[src/rtl/inb_xlat_pkg.sv]
package inb_xlat_pkg;

  localparam int unsigned ADDR_W = 32;

  typedef logic [ADDR_W-1:0] addr_t;

  typedef enum logic [1:0] {
    CFG_WINDOW = 2'd0,
    CFG_XSTART = 2'd1,
    CFG_XOFFS  = 2'd2,
    CFG_RSVD   = 2'd3
  } cfg_reg_e;

  typedef struct packed {
    addr_t base;
    addr_t mask;
    addr_t xstart;
    addr_t xoffs;
  } win_cfg_t;

  // Round a raw mask up to a contiguous low mask of at least 2^min_log2 bytes.
  function automatic addr_t norm_mask(addr_t raw, int unsigned min_log2);
    addr_t m;
    logic  seen;
    m    = '0;
    seen = 1'b0;
    for (int i = ADDR_W - 1; i >= 0; i--) begin
      if (raw[i]) seen = 1'b1;
      if (seen)   m[i] = 1'b1;
    end
    if (seen) begin
      for (int i = 0; i < ADDR_W; i++) begin
        if (i < int'(min_log2)) m[i] = 1'b1;
      end
    end
    return m;
  endfunction

endpackage

[src/rtl/inb_win_regs.sv]
module inb_win_regs
  import inb_xlat_pkg::*;
#(
  parameter int unsigned NUM_WIN  = 6,
  parameter int unsigned MIN_LOG2 = 12,
  localparam int unsigned IDX_W   = (NUM_WIN > 1) ? $clog2(NUM_WIN) : 1
) (
  input  logic             clk,
  input  logic             rst_n,
  input  logic             cfg_we,
  input  logic [IDX_W-1:0] cfg_win,
  input  logic [1:0]       cfg_reg,
  input  logic             cfg_alt,
  input  addr_t            cfg_data,
  output win_cfg_t         win_q [NUM_WIN]
);

  cfg_reg_e reg_code;
  assign reg_code = cfg_reg_e'(cfg_reg);

  for (genvar w = 0; w < NUM_WIN; w++) begin : g_win
    logic     sel;
    win_cfg_t nxt;

    assign sel = cfg_we && (cfg_win == IDX_W'(w));

    always_comb begin
      nxt = win_q[w];
      case (reg_code)
        CFG_WINDOW: begin
          if (cfg_alt) nxt.mask = norm_mask(cfg_data, MIN_LOG2);
          else         nxt.base = cfg_data;
        end
        CFG_XSTART: nxt.xstart = cfg_data;
        CFG_XOFFS:  nxt.xoffs  = cfg_data;
        default:    ;
      endcase
    end

    always_ff @(posedge clk or negedge rst_n) begin
      if (!rst_n) begin
        win_q[w] <= '0;
      end else if (sel) begin
        win_q[w] <= nxt;
      end
    end
  end

endmodule

[src/rtl/inb_win_match.sv]
module inb_win_match
  import inb_xlat_pkg::*;
#(
  parameter int unsigned NUM_WIN = 6
) (
  input  addr_t              addr,
  input  win_cfg_t           win_q [NUM_WIN],
  output logic [NUM_WIN-1:0] hit
);

  for (genvar w = 0; w < NUM_WIN; w++) begin : g_cmp
    logic  enabled;
    addr_t keep;
    assign enabled = |win_q[w].mask;
    assign keep    = ~win_q[w].mask;
    assign hit[w]  = enabled && ((addr & keep) == (win_q[w].base & keep));
  end

endmodule

[src/rtl/inb_win_pick.sv]
module inb_win_pick #(
  parameter int unsigned NUM_WIN = 6
) (
  input  logic [NUM_WIN-1:0] hit,
  output logic [NUM_WIN-1:0] grant,
  output logic               any
);

  always_comb begin
    logic found;
    grant = '0;
    found = 1'b0;
    for (int w = 0; w < int'(NUM_WIN); w++) begin
      if (hit[w] && !found) begin
        grant[w] = 1'b1;
        found    = 1'b1;
      end
    end
    any = found;
  end

endmodule

[src/rtl/inb_xlat.sv]
module inb_xlat
  import inb_xlat_pkg::*;
#(
  parameter int unsigned NUM_WIN  = 6,
  parameter int unsigned MIN_LOG2 = 12,
  localparam int unsigned IDX_W   = (NUM_WIN > 1) ? $clog2(NUM_WIN) : 1
) (
  input  logic             clk,
  input  logic             rst_n,
  input  logic             req_valid,
  input  logic [31:0]      req_addr,
  input  logic             cfg_we,
  input  logic [IDX_W-1:0] cfg_win,
  input  logic [1:0]       cfg_reg,
  input  logic             cfg_alt,
  input  logic [31:0]      cfg_data,
  output logic             rsp_valid,
  output logic             rsp_accept,
  output logic             rsp_regspace,
  output logic [31:0]      rsp_addr
);

  // Reset: asserted asynchronously, released on a clock edge.
  logic [1:0] rst_sync;
  logic       rst_q_n;

  always_ff @(posedge clk or negedge rst_n) begin
    if (!rst_n) rst_sync <= 2'b00;
    else        rst_sync <= {rst_sync[0], 1'b1};
  end
  assign rst_q_n = rst_sync[1];

  win_cfg_t           win_q [NUM_WIN];
  logic [NUM_WIN-1:0] hit;
  logic [NUM_WIN-1:0] grant;
  logic               any;

  inb_win_regs #(.NUM_WIN(NUM_WIN), .MIN_LOG2(MIN_LOG2)) u_regs (
    .clk      (clk),
    .rst_n    (rst_q_n),
    .cfg_we   (cfg_we),
    .cfg_win  (cfg_win),
    .cfg_reg  (cfg_reg),
    .cfg_alt  (cfg_alt),
    .cfg_data (cfg_data),
    .win_q    (win_q)
  );

  inb_win_match #(.NUM_WIN(NUM_WIN)) u_match (
    .addr  (req_addr),
    .win_q (win_q),
    .hit   (hit)
  );

  inb_win_pick #(.NUM_WIN(NUM_WIN)) u_pick (
    .hit   (hit),
    .grant (grant),
    .any   (any)
  );

  // Next-state computation.
  win_cfg_t sel_cfg;
  logic     nxt_accept;
  logic     nxt_regspace;
  addr_t    nxt_addr;
  logic     out_en;

  always_comb begin
    sel_cfg = '0;
    for (int w = 0; w < int'(NUM_WIN); w++) begin
      if (grant[w]) sel_cfg = win_q[w];
    end
    nxt_accept   = req_valid && any;
    nxt_regspace = nxt_accept && grant[0];
    if (!nxt_accept)       nxt_addr = '0;
    else if (grant[0])     nxt_addr = req_addr & sel_cfg.mask;
    else                   nxt_addr = req_addr - sel_cfg.xstart + sel_cfg.xoffs;
    out_en = req_valid || rsp_valid;
  end

  // Response registers.
  always_ff @(posedge clk or negedge rst_q_n) begin
    if (!rst_q_n) begin
      rsp_valid <= 1'b0;
    end else begin
      rsp_valid <= req_valid;
    end
  end

  always_ff @(posedge clk or negedge rst_q_n) begin
    if (!rst_q_n) begin
      rsp_accept   <= 1'b0;
      rsp_regspace <= 1'b0;
      rsp_addr     <= '0;
    end else if (out_en) begin
      rsp_accept   <= nxt_accept;
      rsp_regspace <= nxt_regspace;
      rsp_addr     <= nxt_addr;
    end
  end

endmodule

[config.mk]
export PLATFORM = sky130hd
export DESIGN_NAME = inb_xlat
export DESIGN_NICKNAME = d
export VERILOG_FILES = /design/src/rtl/inb_xlat_pkg.sv /design/src/rtl/inb_win_regs.sv /design/src/rtl/inb_win_match.sv /design/src/rtl/inb_win_pick.sv /design/src/rtl/inb_xlat.sv
export SDC_FILE = /design/constraint.sdc
export NUM_CORES = 2
export LEC_CHECK = 0
export ABC_AREA = 1
export BUFFER_PORTS_ARGS = -buffer_cell sky130_fd_sc_hd__buf_4
export CORE_ASPECT_RATIO = 2
export CORE_UTILIZATION = 40
export DETAILED_ROUTE_END_ITERATION = 8
export PLACE_DENSITY = 0.52
export SLEW_MARGIN = 20
export SYNTH_ARGS = -nofsm -noshare
export SYNTH_HDL_FRONTEND = slang
export SYNTH_HIERARCHICAL = 1
export SYNTH_SLANG_ARGS = --single-unit
[constraint.sdc]
create_clock -name clk -period 33.3 [get_ports clk]
set_input_delay 6.66 -clock clk [delete_from_list [all_inputs] [get_ports clk]]
set_output_delay 6.66 -clock clk [all_outputs]
set_load 0.05 [all_outputs]
==> summary.txt <==
Status = completed
Pre-CTS setup slack = 18.96 ns
Die area = 104000 um2
Post-synthesis cell area = 41100 um2
Area post-placement = 42900 um2
Initial antenna violation count = 5
Count of pins over their slew limit = 0
Synth unique cells = 51
Switching Share = 31.8%
Setup TNS = 0 ns
Post-CTS Resized = 0
Maximum clock path buffer count = 3
Vias = 37000
Setup violations, final = 0
Most common library cell in the layout ignoring fill and taps = nand2_1
Post-synthesis adder-cell area fraction = 2.49%
GR Util All Layers = 35.6%
Die X = 229 um
Latest clock arrival within the worst-skew pair = 0.70 ns
Die H = 455 um
CTS buffer count = 81
Num rows = 165
Initial Util = 40.5%
Number of synthesized flops with an enable pin = 0
Most frequent cells in the layout = 1717 x nand2_1, 851 x o21ai_0, 798 x dfrtp_1
Fin crit share = 41.5%
Ys flop type = dfrtp_1
Comb pwr share = 15.8%
Internal power = 0.00184 W
Syn Nets = 5466
Endpoint type of the worst setup path = flip-flop
Largest net degree at the start of global routing = 179
Worst slew pin tran = 1.19 ns
Ratio of cells with drive above 1 in the final layout = 7.72%
Leakage Power = 22.0 nW
Clk pin slew, worst setup/hold paths = 0.06 ns
Clk pwr share = 36.9%
Mux cell area share after synthesis = 0.610%
Critical path class = in2reg
Cells after Synth = 5329
Max-slew headroom = 19.7%
Ys async rst share = 100%
Critical Path Fanout Max = 67
Synth Area in XOR/XNOR = 0.213%
Max VDD drop = 0.0471 mV
Synth Area per Inst = 7.70 um2
Number of max-cap violations = 0
Iter 0 DRT Violations = 3790
Drt total wl = 185000 um
CP dominant cell by count = nand2_1
First-pass GRT wire length = 262000 um
DRT antenna net count = 0
Net Sw Power = 0.000860 W
Seq/Total Area, Yosys = 48.7%
Skew final = 0.0271 ns
DR DRC count = 0
RSZ-0062 raised after global routing = no
Crit path DAT = 14.40 ns
Compound-cell area share of the yosys netlist = 16.4%
Clock root buffer = clkbuf_16
Vias/cell = 5.54
HP Class = reg2async
Required time worst endpoint = 33.87 ns
Fin cells = 6688
PortBufs = 108
Nets = 5421
Core area = 101000 um2
Max Clk Rate = 0.0723 GHz
Postcts setup bufs = 0
Slowest-stage cell, CP = buf_4
YS warnings = 6
Hold_buf cts = 0
PnR worst setup slack = 19.47 ns
Final instance area = 45700 um2
CP startpoint kind = input pin
Drt pass-1 iters = 7
I/O Pins = 109
Final min period = 13.83 ns
PwrDens = 59.1 nW/um2
H-tree levels = 3
Final Hold Vio Count = 0
Reg area = 20000 um2
DR WL/cell = 27.6 um
Final Wtd Congestion = 1.03
Layout Area Growth over Synthesis = 11.4%
Simple-gate share of the synthesized area = 24.4%
Placed cell count = 6535
Area of the multi-input gates = 18200 um2
TritonCTS clock tree = done
Main combinational cell family by area after synthesis = simple AND/OR/NAND/NOR gates
Reg power frac = 47.3%
Slowest stage delay, CP = 0.78 ns
Clk sinks = 799
Fillers = 10300
Dpl hpwl = 130000 um
Vias in the first global route = 34900
Global route total overflow = 0
Flops & latches, synth = 799
Final total power = 0.00270 W
path summary, 6_finish.rpt:
check | slack, ns | end | depth (start not counted) | start
setup reg to reg | 24.74 | rsp_addr[21] | 29 | u_regs/win_q[721]
hold / removal | 0.32 | u_regs/win_q[567] | 0 | rst_sync[1]
hold reg to reg | 0.32 | u_regs/win_q[567] | 0 | rst_sync[1]
max in group asynchronous | 27.46 | rst_sync[1] | 1 | rst_n
setup / recovery | 19.47 | rsp_addr[21] | 30 | req_addr[15]
min in group clk | 0.35 | rst_sync[1] | 0 | rst_sync[0]
routing by layer:
metal  up-vias  part of all wire [%]  GRT usage [%]
met4         2                   9.3           29.8
met2      1421                    49           60.1
met5         -                0.0060              0
met3       435                   5.0           4.20
met1     17900                    37           40.6
li1      17200                     -              -
layout make-up:
class | instances | share of cell area, %
Antenna cell | 3 | 0.0164
Clock inverter | 36 | 1.15
Clock buffer | 112 | 5.01
Sequential cell | 799 | 43.7
Tap cell | 1336 | 3.65
Inverter | 421 | 3.47
Timing Repair Buffer | 188 | 3.17
Multi-Input combinational cell | 3793 | 39.8
power by group through the flow:
| stage | logic [W] | clock network, W | registers, W |
|---|---|---|---|
| after floorplan | 0.000260 | 0 | 0.00125 |
| after detailed placement | 0.000421 | 0 | 0.00129 |
| after CTS | 0.000422 | 0.00102 | 0.00127 |
| after global placement | 0.000415 | 0 | 0.00129 |
| final | 0.000428 | 0.000996 | 0.00128 |
| after global routing | 0.000476 | 0.00105 | 0.00129 |
per-stage QoR:
step                hold WS (ns)  util [%]
floorplan                  0.331         -
CTS                        0.341      45.1
global route               0.357      45.1
detailed placement         0.334      42.3
global placement           0.335      42.3
finish                     0.318      45.1
state kept, by name, summed over array words and instances (netlist names):
register	count
u_regs/win_q	762
rsp_accept	1
rsp_valid	1
rsp_addr	32
rsp_regspace	1
rst_sync	2
critical path: cells and delay by family:
| kind | cells | cell delay (ns) |
|---|---|---|
| adder cells (fa/ha/maj) | 2 | 0.95 |
| buffers and inverters | 7 | 2.59 |
| AND/OR/NAND/NOR | 13 | 1.72 |
| AO/OA/AOI/OAI | 8 | 2.38 |
cells by family (layout without fill, tap and decap cells):
group	Yosys count	count (layout)
compound gates	1233	1233
xor+xnor	10	10
fa+ha+maj	63	63
buf+inv	737	757
flops	799	799
mux	25	25
other cells	1	4
simple gates	2461	2461
cells in the mapped netlist, types with 5 or more instances:
library cell,instances,area [um2]
buf_4,32,240
o21ai_1,15,75.1
or2_2,7,43.8
nand3_1,164,821
a21oi_1,139,696
clkbuf_1,240,901
or2_1,7,43.8
nand4_2,8,100
inv_2,25,93.8
a22oi_1,41,308
buf_1,5,18.8
fa_1,31,621
nor3_1,38,190
o211ai_1,69,518
inv_1,387,1450
nand3b_1,48,360
mux2i_1,25,250
a31oi_1,48,300
dfrtp_1,799,20000
nor2_4,6,67.6
o311ai_0,15,131
clkinv_1,9,33.8
o21ai_0,851,4260
nor2_2,6,37.5
xnor2_1,8,70.1
o2111ai_1,8,70.1
nand2_1,1736,6520
a21o_1,6,45.0
a221oi_1,15,131
nand4_1,34,213
nor2_1,393,1480
o21a_1,13,97.6
buf_2,36,180
ha_1,32,400
No activity file was read; power rests on OpenSTA's default activity.
